`src/rtl/sir_pkg.sv`:
```
package sir_pkg;

  typedef enum logic {PW_NORMAL = 1'b0, PW_LOWPOW = 1'b1} pw_mode_e;

  // True when a counter running 0..len-1 sits on its final value.
  function automatic logic at_last(input int unsigned cnt, input int unsigned len);
    return cnt == len - 1;
  endfunction

  // Low-power pulse length in reference cycles for divisor div.
  function automatic int unsigned lp_cycles(input int unsigned div, input int unsigned periods);
    return div * periods;
  endfunction

endpackage

```
`src/rtl/sir_lp_timer.sv`:
```
module sir_lp_timer
  import sir_pkg::*;
#(
  parameter int DIV_W      = 9,
  parameter int LP_PERIODS = 3
) (
  input  logic             clk,
  input  logic             rst_n,
  input  logic             clr,
  input  logic             start,
  input  logic [DIV_W-1:0] div,
  output logic             busy
);
  localparam int PC_W = $clog2(LP_PERIODS + 1);

  logic [DIV_W-1:0] sub_cnt;
  logic [PC_W-1:0]  per_cnt;
  logic             div_zero;
  logic             sub_wrap;
  logic             per_last;

  assign div_zero = (div == '0);
  assign sub_wrap = at_last(32'(sub_cnt), 32'(div));
  assign per_last = at_last(32'(per_cnt), LP_PERIODS);

  always_ff @(posedge clk) begin
    if (!rst_n || clr) begin
      busy    <= 1'b0;
      sub_cnt <= '0;
      per_cnt <= '0;
    end else if (start) begin
      busy    <= !div_zero;
      sub_cnt <= '0;
      per_cnt <= '0;
    end else if (busy) begin
      if (sub_wrap) begin
        sub_cnt <= '0;
        if (per_last) busy <= 1'b0;
        else          per_cnt <= per_cnt + 1'b1;
      end else begin
        sub_cnt <= sub_cnt + 1'b1;
      end
    end
  end

  // a zero divisor never lets a low-power pulse begin
  a_r5_zero_div_silent: assert property (@(posedge clk) disable iff (!rst_n)
    (div_zero && !busy) |=> !busy);

endmodule

```
`src/rtl/sir_encoder.sv`:
```
module sir_encoder
  import sir_pkg::*;
#(
  parameter int OVS         = 16,
  parameter int PULSE_TICKS = 3,
  parameter int LP_PERIODS  = 3,
  parameter int DIV_W       = 9
) (
  input  logic             clk,
  input  logic             rst_n,
  input  logic             en,
  input  logic             lp_mode,
  input  logic [DIV_W-1:0] lp_div,
  input  logic             tick,
  input  logic             txd,
  output logic             ir_pulse,
  output logic             busy
);
  localparam int PH_W = $clog2(OVS);
  localparam int PT_W = $clog2(PULSE_TICKS + 1);

  logic            act;
  logic [PH_W-1:0] ph;
  logic            nq;
  logic [PT_W-1:0] ncnt;
  pw_mode_e        pmode;
  logic            lp_busy;

  // Named events for the checks below.
  logic bit_end;
  logic start;
  logic lp_start;
  logic lp_clr;

  assign bit_end  = act && tick && at_last(32'(ph), OVS);
  assign start    = en && tick && !txd && (!act || bit_end);
  assign lp_start = start && lp_mode;
  assign lp_clr   = !en || (start && !lp_mode);

  always_ff @(posedge clk) begin
    if (!rst_n || !en) begin
      act   <= 1'b0;
      ph    <= '0;
      pmode <= PW_NORMAL;
    end else if (start) begin
      act   <= 1'b1;
      ph    <= '0;
      pmode <= lp_mode ? PW_LOWPOW : PW_NORMAL;
    end else if (bit_end) begin
      act <= 1'b0;
      ph  <= '0;
    end else if (act && tick) begin
      ph <= ph + 1'b1;
    end
  end

  always_ff @(posedge clk) begin
    if (!rst_n || !en) begin
      nq   <= 1'b0;
      ncnt <= '0;
    end else if (start) begin
      nq   <= !lp_mode;
      ncnt <= '0;
    end else if (nq && tick) begin
      if (at_last(32'(ncnt), PULSE_TICKS)) nq <= 1'b0;
      else                                 ncnt <= ncnt + 1'b1;
    end
  end

  sir_lp_timer #(
    .DIV_W      (DIV_W),
    .LP_PERIODS (LP_PERIODS)
  ) u_lp_timer (
    .clk   (clk),
    .rst_n (rst_n),
    .clr   (lp_clr),
    .start (lp_start),
    .div   (lp_div),
    .busy  (lp_busy)
  );

  assign ir_pulse = (pmode == PW_LOWPOW) ? lp_busy : nq;
  assign busy     = act || nq || lp_busy;

  // a pulse only begins right after a tick that saw a low bit
  a_r2_rise_on_tick: assert property (@(posedge clk) disable iff (!rst_n)
    $rose(ir_pulse) |-> ($past(tick) && !$past(txd) && $past(en)));

  // a normal-width pulse only ends on a tick
  a_r3_fall_on_tick: assert property (@(posedge clk) disable iff (!rst_n)
    ($fell(nq) && $past(en)) |-> $past(tick));

endmodule

```
`src/rtl/sir_decoder.sv`:
```
module sir_decoder
  import sir_pkg::*;
#(
  parameter int OVS         = 16,
  parameter int SYNC_STAGES = 2
) (
  input  logic clk,
  input  logic rst_n,
  input  logic en,
  input  logic blank,
  input  logic tick,
  input  logic ir_in,
  output logic nrz_low
);
  localparam int PH_W = $clog2(OVS);

  logic [SYNC_STAGES-1:0] sy;
  logic                   prev;
  logic [PH_W-1:0]        cnt;
  logic                   edge_seen;

  assign edge_seen = sy[SYNC_STAGES-1] && !prev;

  always_ff @(posedge clk) begin
    if (!rst_n) begin
      sy   <= '0;
      prev <= 1'b0;
    end else begin
      sy   <= {sy[SYNC_STAGES-2:0], ir_in};
      prev <= sy[SYNC_STAGES-1];
    end
  end

  always_ff @(posedge clk) begin
    if (!rst_n || !en || blank) begin
      nrz_low <= 1'b0;
      cnt     <= '0;
    end else if (edge_seen) begin
      nrz_low <= 1'b1;
      cnt     <= '0;
    end else if (nrz_low && tick) begin
      if (at_last(32'(cnt), OVS)) nrz_low <= 1'b0;
      else                        cnt <= cnt + 1'b1;
    end
  end

  // a detected edge outside blanking always starts a low bit
  a_r6_edge_sets_low: assert property (@(posedge clk) disable iff (!rst_n)
    (en && !blank && edge_seen) |=> nrz_low);

  // a stretched low ends only on a tick
  a_r6_release_on_tick: assert property (@(posedge clk) disable iff (!rst_n)
    ($fell(nrz_low) && $past(en) && !$past(blank)) |-> $past(tick));

  // blanking wipes any pending receive bit
  a_r7_blank_clears: assert property (@(posedge clk) disable iff (!rst_n)
    (en && blank) |=> !nrz_low);

endmodule

```
`src/rtl/sir_codec.sv`:
```
module sir_codec
  import sir_pkg::*;
#(
  parameter int OVS         = 16,
  parameter int PULSE_TICKS = 3,
  parameter int LP_PERIODS  = 3,
  parameter int DIV_W       = 9,
  parameter int SYNC_STAGES = 2
) (
  input  logic             clk,
  input  logic             rst_n,
  input  logic             sir_en,
  input  logic             lp_mode,
  input  logic [DIV_W-1:0] lp_div,
  input  logic             baud_tick,
  input  logic             uart_txd,
  output logic             uart_rxd,
  input  logic             sir_in,
  output logic             sir_out
);
  logic enc_pulse;
  logic enc_busy;
  logic dec_low;

  sir_encoder #(
    .OVS         (OVS),
    .PULSE_TICKS (PULSE_TICKS),
    .LP_PERIODS  (LP_PERIODS),
    .DIV_W       (DIV_W)
  ) u_enc (
    .clk      (clk),
    .rst_n    (rst_n),
    .en       (sir_en),
    .lp_mode  (lp_mode),
    .lp_div   (lp_div),
    .tick     (baud_tick),
    .txd      (uart_txd),
    .ir_pulse (enc_pulse),
    .busy     (enc_busy)
  );

  sir_decoder #(
    .OVS         (OVS),
    .SYNC_STAGES (SYNC_STAGES)
  ) u_dec (
    .clk     (clk),
    .rst_n   (rst_n),
    .en      (sir_en),
    .blank   (enc_busy),
    .tick    (baud_tick),
    .ir_in   (sir_in),
    .nrz_low (dec_low)
  );

  assign sir_out  = sir_en ? enc_pulse : uart_txd;
  assign uart_rxd = sir_en ? !dec_low  : sir_in;

  // both lines idle once reset has been seen at a clock edge
  a_r8_reset_idle: assert property (@(posedge clk)
    (!$past(rst_n) && sir_en) |-> (!sir_out && uart_rxd));

endmodule

```
`config.mk`:
```
export PLATFORM = sky130hd
export DESIGN_NAME = sir_codec
export DESIGN_NICKNAME = d
export VERILOG_FILES = /design/src/rtl/sir_pkg.sv /design/src/rtl/sir_lp_timer.sv /design/src/rtl/sir_encoder.sv /design/src/rtl/sir_decoder.sv /design/src/rtl/sir_codec.sv
export SDC_FILE = /design/constraint.sdc
export NUM_CORES = 1
export LEC_CHECK = 0
export ABC_AREA = 0
export BUFFER_PORTS_ARGS = -buffer_cell sky130_fd_sc_hd__buf_2
export CORE_MARGIN = 2
export CORE_UTILIZATION = 30
export DETAILED_ROUTE_END_ITERATION = 16
export GPL_ROUTABILITY_DRIVEN = 0
export SLEW_MARGIN = 40
export SYNTH_ARGS = -nofsm -noshare
export SYNTH_HDL_FRONTEND = slang
export SYNTH_HIERARCHICAL = 1
export SYNTH_SLANG_ARGS = --single-unit
export TNS_END_PERCENT = 1
```
`constraint.sdc`:
```
create_clock -name clk -period 3.51 [get_ports clk]
set_input_delay 0.351 -clock clk [delete_from_list [all_inputs] [get_ports clk]]
set_output_delay 0.351 -clock clk [all_outputs]
set_load 0.01 [all_outputs]
```
# --- Yosys cells after proc, flatten, opt, wreduce, memory -nomap -nowiden ---
# Index checks and enable logic that the tools add are counted.
op_classes:
  n_addsub: 6
  eq_ne: 5
  n_mux: 17
  bitwise: 3
  n_reduce_logical: 40
ops:
  columns: ["cell", "n"]
  rows:
  - ["$eq 9x32->1", 1]
  - ["$mux 1", 16]
  - ["$logic_and 1x1->1", 10]
  - ["$reduce_bool 2->1", 5]
  - ["$sub 9x1->10 const B", 1]
  - ["$add 9x1->9 const B", 1]
  - ["$logic_not 9->1", 1]
  - ["$mux 9", 1]
  - ["$add 4x1->4 const B", 2]
  - ["$eq 4x4->1 const B", 2]
  - ["$logic_not 1->1", 8]
  - ["$reduce_and 2->1", 4]
  - ["$logic_or 1x1->1", 7]
  - ["$reduce_or 2->1", 3]
  - ["$add 2x1->2 const B", 2]
  - ["$eq 2x2->1 const B", 2]
  - ["$not 1->1", 3]
  - ["$reduce_and 3->1", 1]
  - ["$reduce_or 3->1", 1]
word_totals:
  reg_bits: 29
  in_bits: 16
  out_inout_bits: 2

# --- Logic depth before layout (Yosys ltp) ---
# Gate-level depths: netlist of run 1.
logic_depth:
  word_depth: 8
  depth_mapped: 8

# --- By module ---
# Netlist of run 1, hierarchy kept.
modules_own_cells:
  columns: ["mod", "n_inst", "cells_per_inst", "area_per_inst_um2", "seq_area_each_um2"]
  rows:
  - ["sir_lp_timer", 1, 114, 949.7, 240.2]
  - ["sir_encoder", 1, 55, 516.7, 180.2]
  - ["sir_decoder", 1, 35, 324.1, 160.2]
  - ["sir_codec", 1, 3, 23.8, 0.0]

# --- Least setup slack after synthesis of run 1 ---
# No wires, ideal clock.
synth_path:
  kind: "input to register"
  start: "input lp_div[0]"
  end: "register u_enc.u_lp_timer.sub_cnt[0]"
  arrival_ns: 2.253
  required_time_ns: 3.442
  slack_ns: 1.189
  stages: 8
  path_buffers: 0
  cell_sequence: "inv_1 > ha_1 > or4b_4 > o221a_1 > nor4_4 > nor3b_2 > a211o_1 > a21oi_2"
synth_between:
  elab_chain_len: 3
synth_rtl:
  columns: ["element", "line", "rtl"]
  rows:
  - ["start, declared", "sir_codec.sv:14", "input logic [DIV_W-1:0] lp_div,"]
  - ["$sub 9x1->10", "sir_pkg.sv:7", "return cnt == len - 1;"]
  - ["$eq 9x32->1", "sir_pkg.sv:7", null]
  - ["$mux 9", "sir_lp_timer.sv:36", "if (sub_wrap) begin"]
  - ["end signal, assigned", "sir_lp_timer.sv:41", "sub_cnt <= sub_cnt + 1'b1;"]
  - ["end, declared", "sir_lp_timer.sv:16", "logic [DIV_W-1:0] sub_cnt;"]
# No other way between the ends.
# A chain may end at the register's enable or synchronous reset.

# --- Worst setup path after layout of run 1 ---
# Same ends and word-level chain as after synthesis.

==> results.cfg, run 1 <==
[worst_setup_path]
required_ns = 3.72
path_cells = buf_2 -> inv_1 -> ha_1 -> or4b_4 -> o221a_1 -> nor4_4 -> nor3b_2 -> a211o_1 -> a21oi_2
end_kind = register
cp-start-kind = primary input
critPathSlowestCell = or4b_4
path_class = primary input to register
critPathMaxFanout = 5
crit_arrival_ns = 2.53
slowest_delay_ns = 0.52

[global_route]
gr-usage-all-layers_pct = 12.1
grt_max_degree = 16
grt_pass1_wl_mm = 6.21
use_met1_pct = 14.4
top_usage_layer = met2
antenna_found_initial = 0
grt_pass1_vias = 1439
met3_usage_pct = 3.85
use_met2_pct = 19.0
overflow = 0

[logic_synthesis]
syn_inst = 207
syn_avg_cell_area_um2 = 8.76
synth_nets = 229
synth_mux_area_share_pct = 3.10
synth_fa_ha_area_share_pct = 4.14
yosysWarnings = 6
synthXorXnorAreaFrac_pct = 8.21
synthTopCellsByArea = dfxtp_1 (32%), xor2_1 (5.3%), ha_1 (4.1%), a21oi_1 (3.0%), nand3_1 (3.0%)
synth.yosys.seq_area_share_pct = 32.0
yosys.area.top_type = dfxtp_1
ys_ff_latch = 29
synth_area_um2 = 1810
netlist.area_leader.share_pct = 32.0
synth_top_cells_by_count = dfxtp_1 (29), nand2_1 (13)
synth_compound_area_share_pct = 14.7
synth-simple-area-share_pct = 34.6
synth_top_family_by_area = simple AND/OR/NAND/NOR gates
yosysMostFrequentCell = dfxtp_1
ys.flop_type = dfxtp_1
synthArstFlopShare_pct = 0
synth-edff-count = 0
yosysUniqueCellTypes = 57

[placed_design]
dpl-instance-area_um2 = 1970
place_ws_ns = 0.888
io_buffers = 17
hpwlAfterDp_mm = 2.76

[power_and_ir_drop]
powerDensity_nw_per_um2 = 366
leakagePower_nw = 0.771
ir_drop_mv = 0.117

[floorplanning]
die_h_um = 81.8
die_x_um = 81.8
rows = 28
die_area_um2 = 6690
core_um2 = 5890
initial_core_util_pct = 30.8
io_pins = 18

[sta]
fmax_mhz = 431
whs_ns = 0.301
period_share_pct = 66.2
finalSetupViolCount = 0
tightest_slew_ns = 0.595
finalSetupTns_ns = 0
finalClockSkew_ns = 0.00874
final-hold-violation-count = 0
slew_headroom_pct = 59.9
slew_violations = 0
rsz0062_at_grt = no
fin_crit_ns = 2.32
fin_ws_ns = 1.19

[routing]
drt-total-wl_mm = 3.67
ant_nets = 0
route.detailed.drc = 0
vias = 1541
firstDrtPassIters = 4
post_drt_via_cell_ratio = 5.10
wire_per_inst_um = 12.2
first_iter_violations = 95

[clock_tree]
numCtsBuffers = 5
cts.sinks = 29
cts_root_buf = clkbuf_8
tritoncts = yes
post_cts_buffers = 0
cts_max_level = 2
clk_latency_ns = 0.28
clk_path_buf_depth = 2
clk_pin_slew_worst_paths_ns = 0.06
ctsResizeCount = 0
hold_buffers = 0

[job]
max_cap_viol_count = 0

[final_layout]
finalNetCount = 248
antenna_cells = 0
nFillCells = 600
drive_gt1_share_pct = 17.2
syn2layout_area_growth_pct = 14.8
finalInstanceArea_um2 = 2080

[worst_hold_path]
hp-class = primary input to register

[outcome]
outcome = finished, final reports clean
==> worst max-delay path, delay by kind of cell <==
kind	cells	cell delay (ns)
buf+inv	2	0.18
fa+ha+maj	1	0.22
compound gates	3	0.73
simple gates	3	1.04
==> cell usage in the layout (no fill, tap or decap), types with 8 or more instances in the layout <==
cell type / synthesis / layout
nand2_1: 13 / 13
nand3_1: 11 / 11
nor2_1: 10 / 10
nand4_1: 8 / 8
nor3_1: 11 / 11
inv_1: 9 / 9
dfxtp_1: 29 / 29
buf_2: 0 / 17
a21oi_1: 11 / 11
xor2_1: 11 / 11
==> stage by stage <==
stage	std cells	total power [mW]	util (%)
4_1_cts	302	0.776	35.4
5_1_grt	302	0.795	35.4
3_3_place_gp	294	0.412	33.4
6_report	302	0.762	35.4
3_5_place_dp	294	0.412	33.4
2_1_floorplan	207	0.386	-
==> sequential cells by signal (all words and copies together) (netlist names) <==
register,flops
u_enc/act,1
u_dec/prev,1
u_enc/nq,1
u_dec/nrz_low,1
u_dec/sy,2
u_enc/ncnt,2
u_enc/u_lp_timer/busy,1
u_enc/ph,4
u_enc/u_lp_timer/sub_cnt,9
u_enc/u_lp_timer/per_cnt,2
u_enc/pmode,1
u_dec/cnt,4
==> final timing paths <==
path                                     from                          end  slack [ns]  cells past startpoint
setup / recovery                    lp_div[0]  u_enc/u_lp_timer/sub_cnt[0]        1.19                      9
hold / removal                         sir_in                  u_dec/sy[0]        0.30                      2
setup reg to reg  u_enc/u_lp_timer/sub_cnt[6]  u_enc/u_lp_timer/per_cnt[1]        1.35                      6
hold reg to reg                   u_dec/sy[0]                  u_dec/sy[1]        0.44                      1
==> final cells by class <==
| type | count | area [um^2] | area share (%) |
|---|---|---|---|
| multi-input cells | 164 | 1170 | 56.3 |
| repair buffers | 17 | 85.1 | 4.08 |
| inverters | 9 | 33.8 | 1.62 |
| clock inverters | 1 | 30.0 | 1.44 |
| well taps | 75 | 93.8 | 4.50 |
| clock buffers | 7 | 86.3 | 4.14 |
| flip-flops and latches | 29 | 581 | 27.9 |
==> cells by family after synthesis <==
kind of cell,count (synthesis)
mux,5
xor+xnor,17
compound gates,36
fa+ha+maj,6
buf+inv,14
flops,29
simple gates,100
==> power by group <==
part | total, mW | switching [mW] | internal [mW]
combinational | 0.0699 | 0.0408 | 0.0291
sequential | 0.335 | 0.00262 | 0.332
clock | 0.358 | 0.126 | 0.231
==> metal layers <==
layer / vias to the layer above / wire length (um)
li1: 800 / -
met1: 704 / 1760
met2: 29 / 1660
met3: 8 / 165
met4: 0 / 92
met5: - / 0
(Power assumes the default switching activity.)
==> run 2, diff against run 1 <==
--- a/config.mk
+++ b/config.mk
@@ -5,7 +5,7 @@
 export SDC_FILE = /design/constraint.sdc
 export NUM_CORES = 1
 export LEC_CHECK = 0
-export ABC_AREA = 0
+export ABC_AREA = 1
 export BUFFER_PORTS_ARGS = -buffer_cell sky130_fd_sc_hd__buf_2
 export CORE_MARGIN = 2
 export CORE_UTILIZATION = 30
==> constraint.sdc (replaced) <==
create_clock -name clk -period 1.9 [get_ports clk]
set_input_delay 0.19 -clock clk [delete_from_list [all_inputs] [get_ports clk]]
set_output_delay 0.19 -clock clk [all_outputs]
set_load 0.01 [all_outputs]
==> run 2 against run 1 <==
Clock power increased by 40%. Critical path type is now register to register. Sequential power increased by 84%. First-iteration DRC count decreased by 54%. Non-clock buffer count increased by 2. Highest routed layer unchanged.
==> results.cfg, run 2 <==
[routing]
first_iter_violations = 44
ant_nets = 0
firstDrtPassIters = 4
wire_per_inst_um = 9.48
vias = 1883
drt-total-wl_mm = 3.95
route.detailed.drc = 0
post_drt_via_cell_ratio = 4.52

[logic_synthesis]
synthArstFlopShare_pct = 0
yosysWarnings = 6
synth_area_um2 = 1990
synth.yosys.seq_area_share_pct = 29.2
yosysUniqueCellTypes = 23
synth_top_family_by_area = simple AND/OR/NAND/NOR gates
ys.flop_type = dfxtp_1
ys_ff_latch = 29
synth-simple-area-share_pct = 41.2
synth_mux_area_share_pct = 0
netlist.area_leader.share_pct = 29.2
synth_top_cells_by_count = nand2_1 (83), inv_1 (59), nor2_1 (42), dfxtp_1 (29), nand3_1 (23)
synth_nets = 337
yosys.area.top_type = dfxtp_1
syn_inst = 315
yosysMostFrequentCell = nand2_1
synth_compound_area_share_pct = 6.99
synth-edff-count = 0
synthXorXnorAreaFrac_pct = 6.61
synth_fa_ha_area_share_pct = 3.78
syn_avg_cell_area_um2 = 6.31
synthTopCellsByArea = dfxtp_1 (29%), nand2_1 (16%), inv_1 (11%), nor2_1 (7.9%), nand3_1 (5.8%)

[worst_setup_path]
critPathMaxFanout = 6
required_ns = 2.08
path_class = register to register
crit_arrival_ns = 1.84
cp-start-kind = register
end_kind = register

[floorplanning]
core_um2 = 6390
die_h_um = 85.4
initial_core_util_pct = 31.1
rows = 29
die_area_um2 = 7290
io_pins = 18
die_x_um = 85.4

[final_layout]
syn2layout_area_growth_pct = 14.0
regMostFlops = u_enc/u_lp_timer/sub_cnt
finalNetCount = 362
finalNonFillerCells = 417
layout_commonest_cell = nand2_1
drive_gt1_share_pct = 16.8
reg_top3 = u_enc/u_lp_timer/sub_cnt x9, u_dec/cnt x4, u_enc/ph x4
largest_register_ffs = 9
nFillCells = 715
layout_common_cells = nand2_1 (83), inv_1 (59), nor2_1 (42)
antenna_cells = 0

[power_and_ir_drop]
p_sw_mw = 0.312
internal-power_mw = 0.953
ir_drop_mv = 0.324
p_clk_share_pct = 39.6
leakagePower_nw = 1.09
powerDensity_nw_per_um2 = 559
seqPwrFrac_pct = 48.7
pwr-share-comb_pct = 11.6
p_sw_share_pct = 24.7

[global_route]
grt_pass1_wl_mm = 7.04
gr-usage-all-layers_pct = 11.8
grt_max_degree = 9
antenna_found_initial = 0
grt_pass1_vias = 1724
overflow = 0

[sta]
finalClockSkew_ns = 0.00353
fin_crit_ns = 1.66
period_share_pct = 87.5
finalSetupViolCount = 0
fmax_mhz = 602
final-hold-violation-count = 0
slew_violations = 0
slew_headroom_pct = 82.0
finalSetupTns_ns = 0
tightest_slew_ns = 0.270
rsz0062_at_grt = no

[clock_tree]
numCtsBuffers = 5
clk_path_buf_depth = 2
post_cts_buffers = 0
ctsResizeCount = 0
clk_latency_ns = 0.28
tritoncts = yes
hold_buffers = 0
cts.sinks = 29
cts_root_buf = clkbuf_8
cts_max_level = 2
clk_pin_slew_worst_paths_ns = 0.06

[job]
max_cap_viol_count = 0

[placed_design]
hpwlAfterDp_mm = 3.18
dp_cells = 410
io_buffers = 17

[worst_hold_path]
hp-class = primary input to register

[outcome]
outcome = finished, final reports clean
## run 2: cell count changes in the layout (fill, tap and decap cells not counted), moves of 5 or more
cell / delta
nand3_1: +12
nor2_1: +32
nand2_2: +5
nand3_2: +7
nand2b_1: -5
or3_1: -5
nor3_1: -9
and2_1: -6
inv_1: +50
nand2_1: +70
and3_1: -6
nor2_2: +6
## run 2: worst paths after layout
path,from,endpoint,slack [ns],cells after the start
worst max-delay path,u_enc/ph[0],u_enc/u_lp_timer/sub_cnt[4],0.24,12
worst min-delay path,sir_in,u_dec/sy[0],0.11,3
worst max register to register,u_enc/ph[0],u_enc/u_lp_timer/sub_cnt[4],0.24,12
worst min register to register,u_dec/sy[0],u_dec/sy[1],0.42,2
## run 2: cell type report
type,count,area (um^2),area share [%]
tap,77,96.3,4.25
sequential,29,581,25.6
multi-input combinational,222,1160,51.4
inverter,63,236,10.4
timing repair buffer,19,100,4.42
clock buffer,7,86.3,3.81
## run 2: through the flow
stage               setup WS (ns)  instance area, um^2  total power, mW  utilization (%)  hold slack, ns
floorplan                   0.224                 1990            0.725                -           0.283
global placement            0.176                 2180            0.777             34.1           0.397
detailed placement          0.148                 2180            0.778             34.1           0.397
CTS                         0.209                 2260             1.30             35.5          0.0988
global route               0.0588                 2260             1.34             35.5           0.121
finish                      0.238                 2260             1.27             35.5           0.108
## run 2: per-layer routing
metal,track usage [%],wire length (um)
met4,4.33,46
met1,14.4,1940
met5,0,0
met2,20.2,1780
met3,2.82,186
## run 2: critical path: stages, from the launching register on
cell,delay [ns]
dfxtp_1,0.37
ha_1,0.18
nand3_2,0.12
o21bai_4,0.20
nand3_1,0.12
nand2_1,0.07
inv_1,0.03
nand2_1,0.07
nor2_1,0.06
inv_1,0.15
nor3_1,0.08
nand2_1,0.07
inv_1,0.04
## run 2: kinds of logic (layout without fill, tap and decap cells)
kind of cell | Yosys count | after routing
simple gates | 179 | 179
fa+ha+maj | 6 | 6
xor+xnor | 15 | 15
flops | 29 | 29
buf+inv | 64 | 89
compound gates | 22 | 22
## run 2: power groups by stage
| stage | clock [mW] | combinational [mW] | sequential (mW) |
|---|---|---|---|
| final | 0.501 | 0.147 | 0.617 |
| after global routing | 0.549 | 0.171 | 0.617 |
| after CTS | 0.530 | 0.149 | 0.617 |
| after detailed placement | 0 | 0.148 | 0.630 |
| after global placement | 0 | 0.147 | 0.630 |
| after floorplan | 0 | 0.0955 | 0.630 |
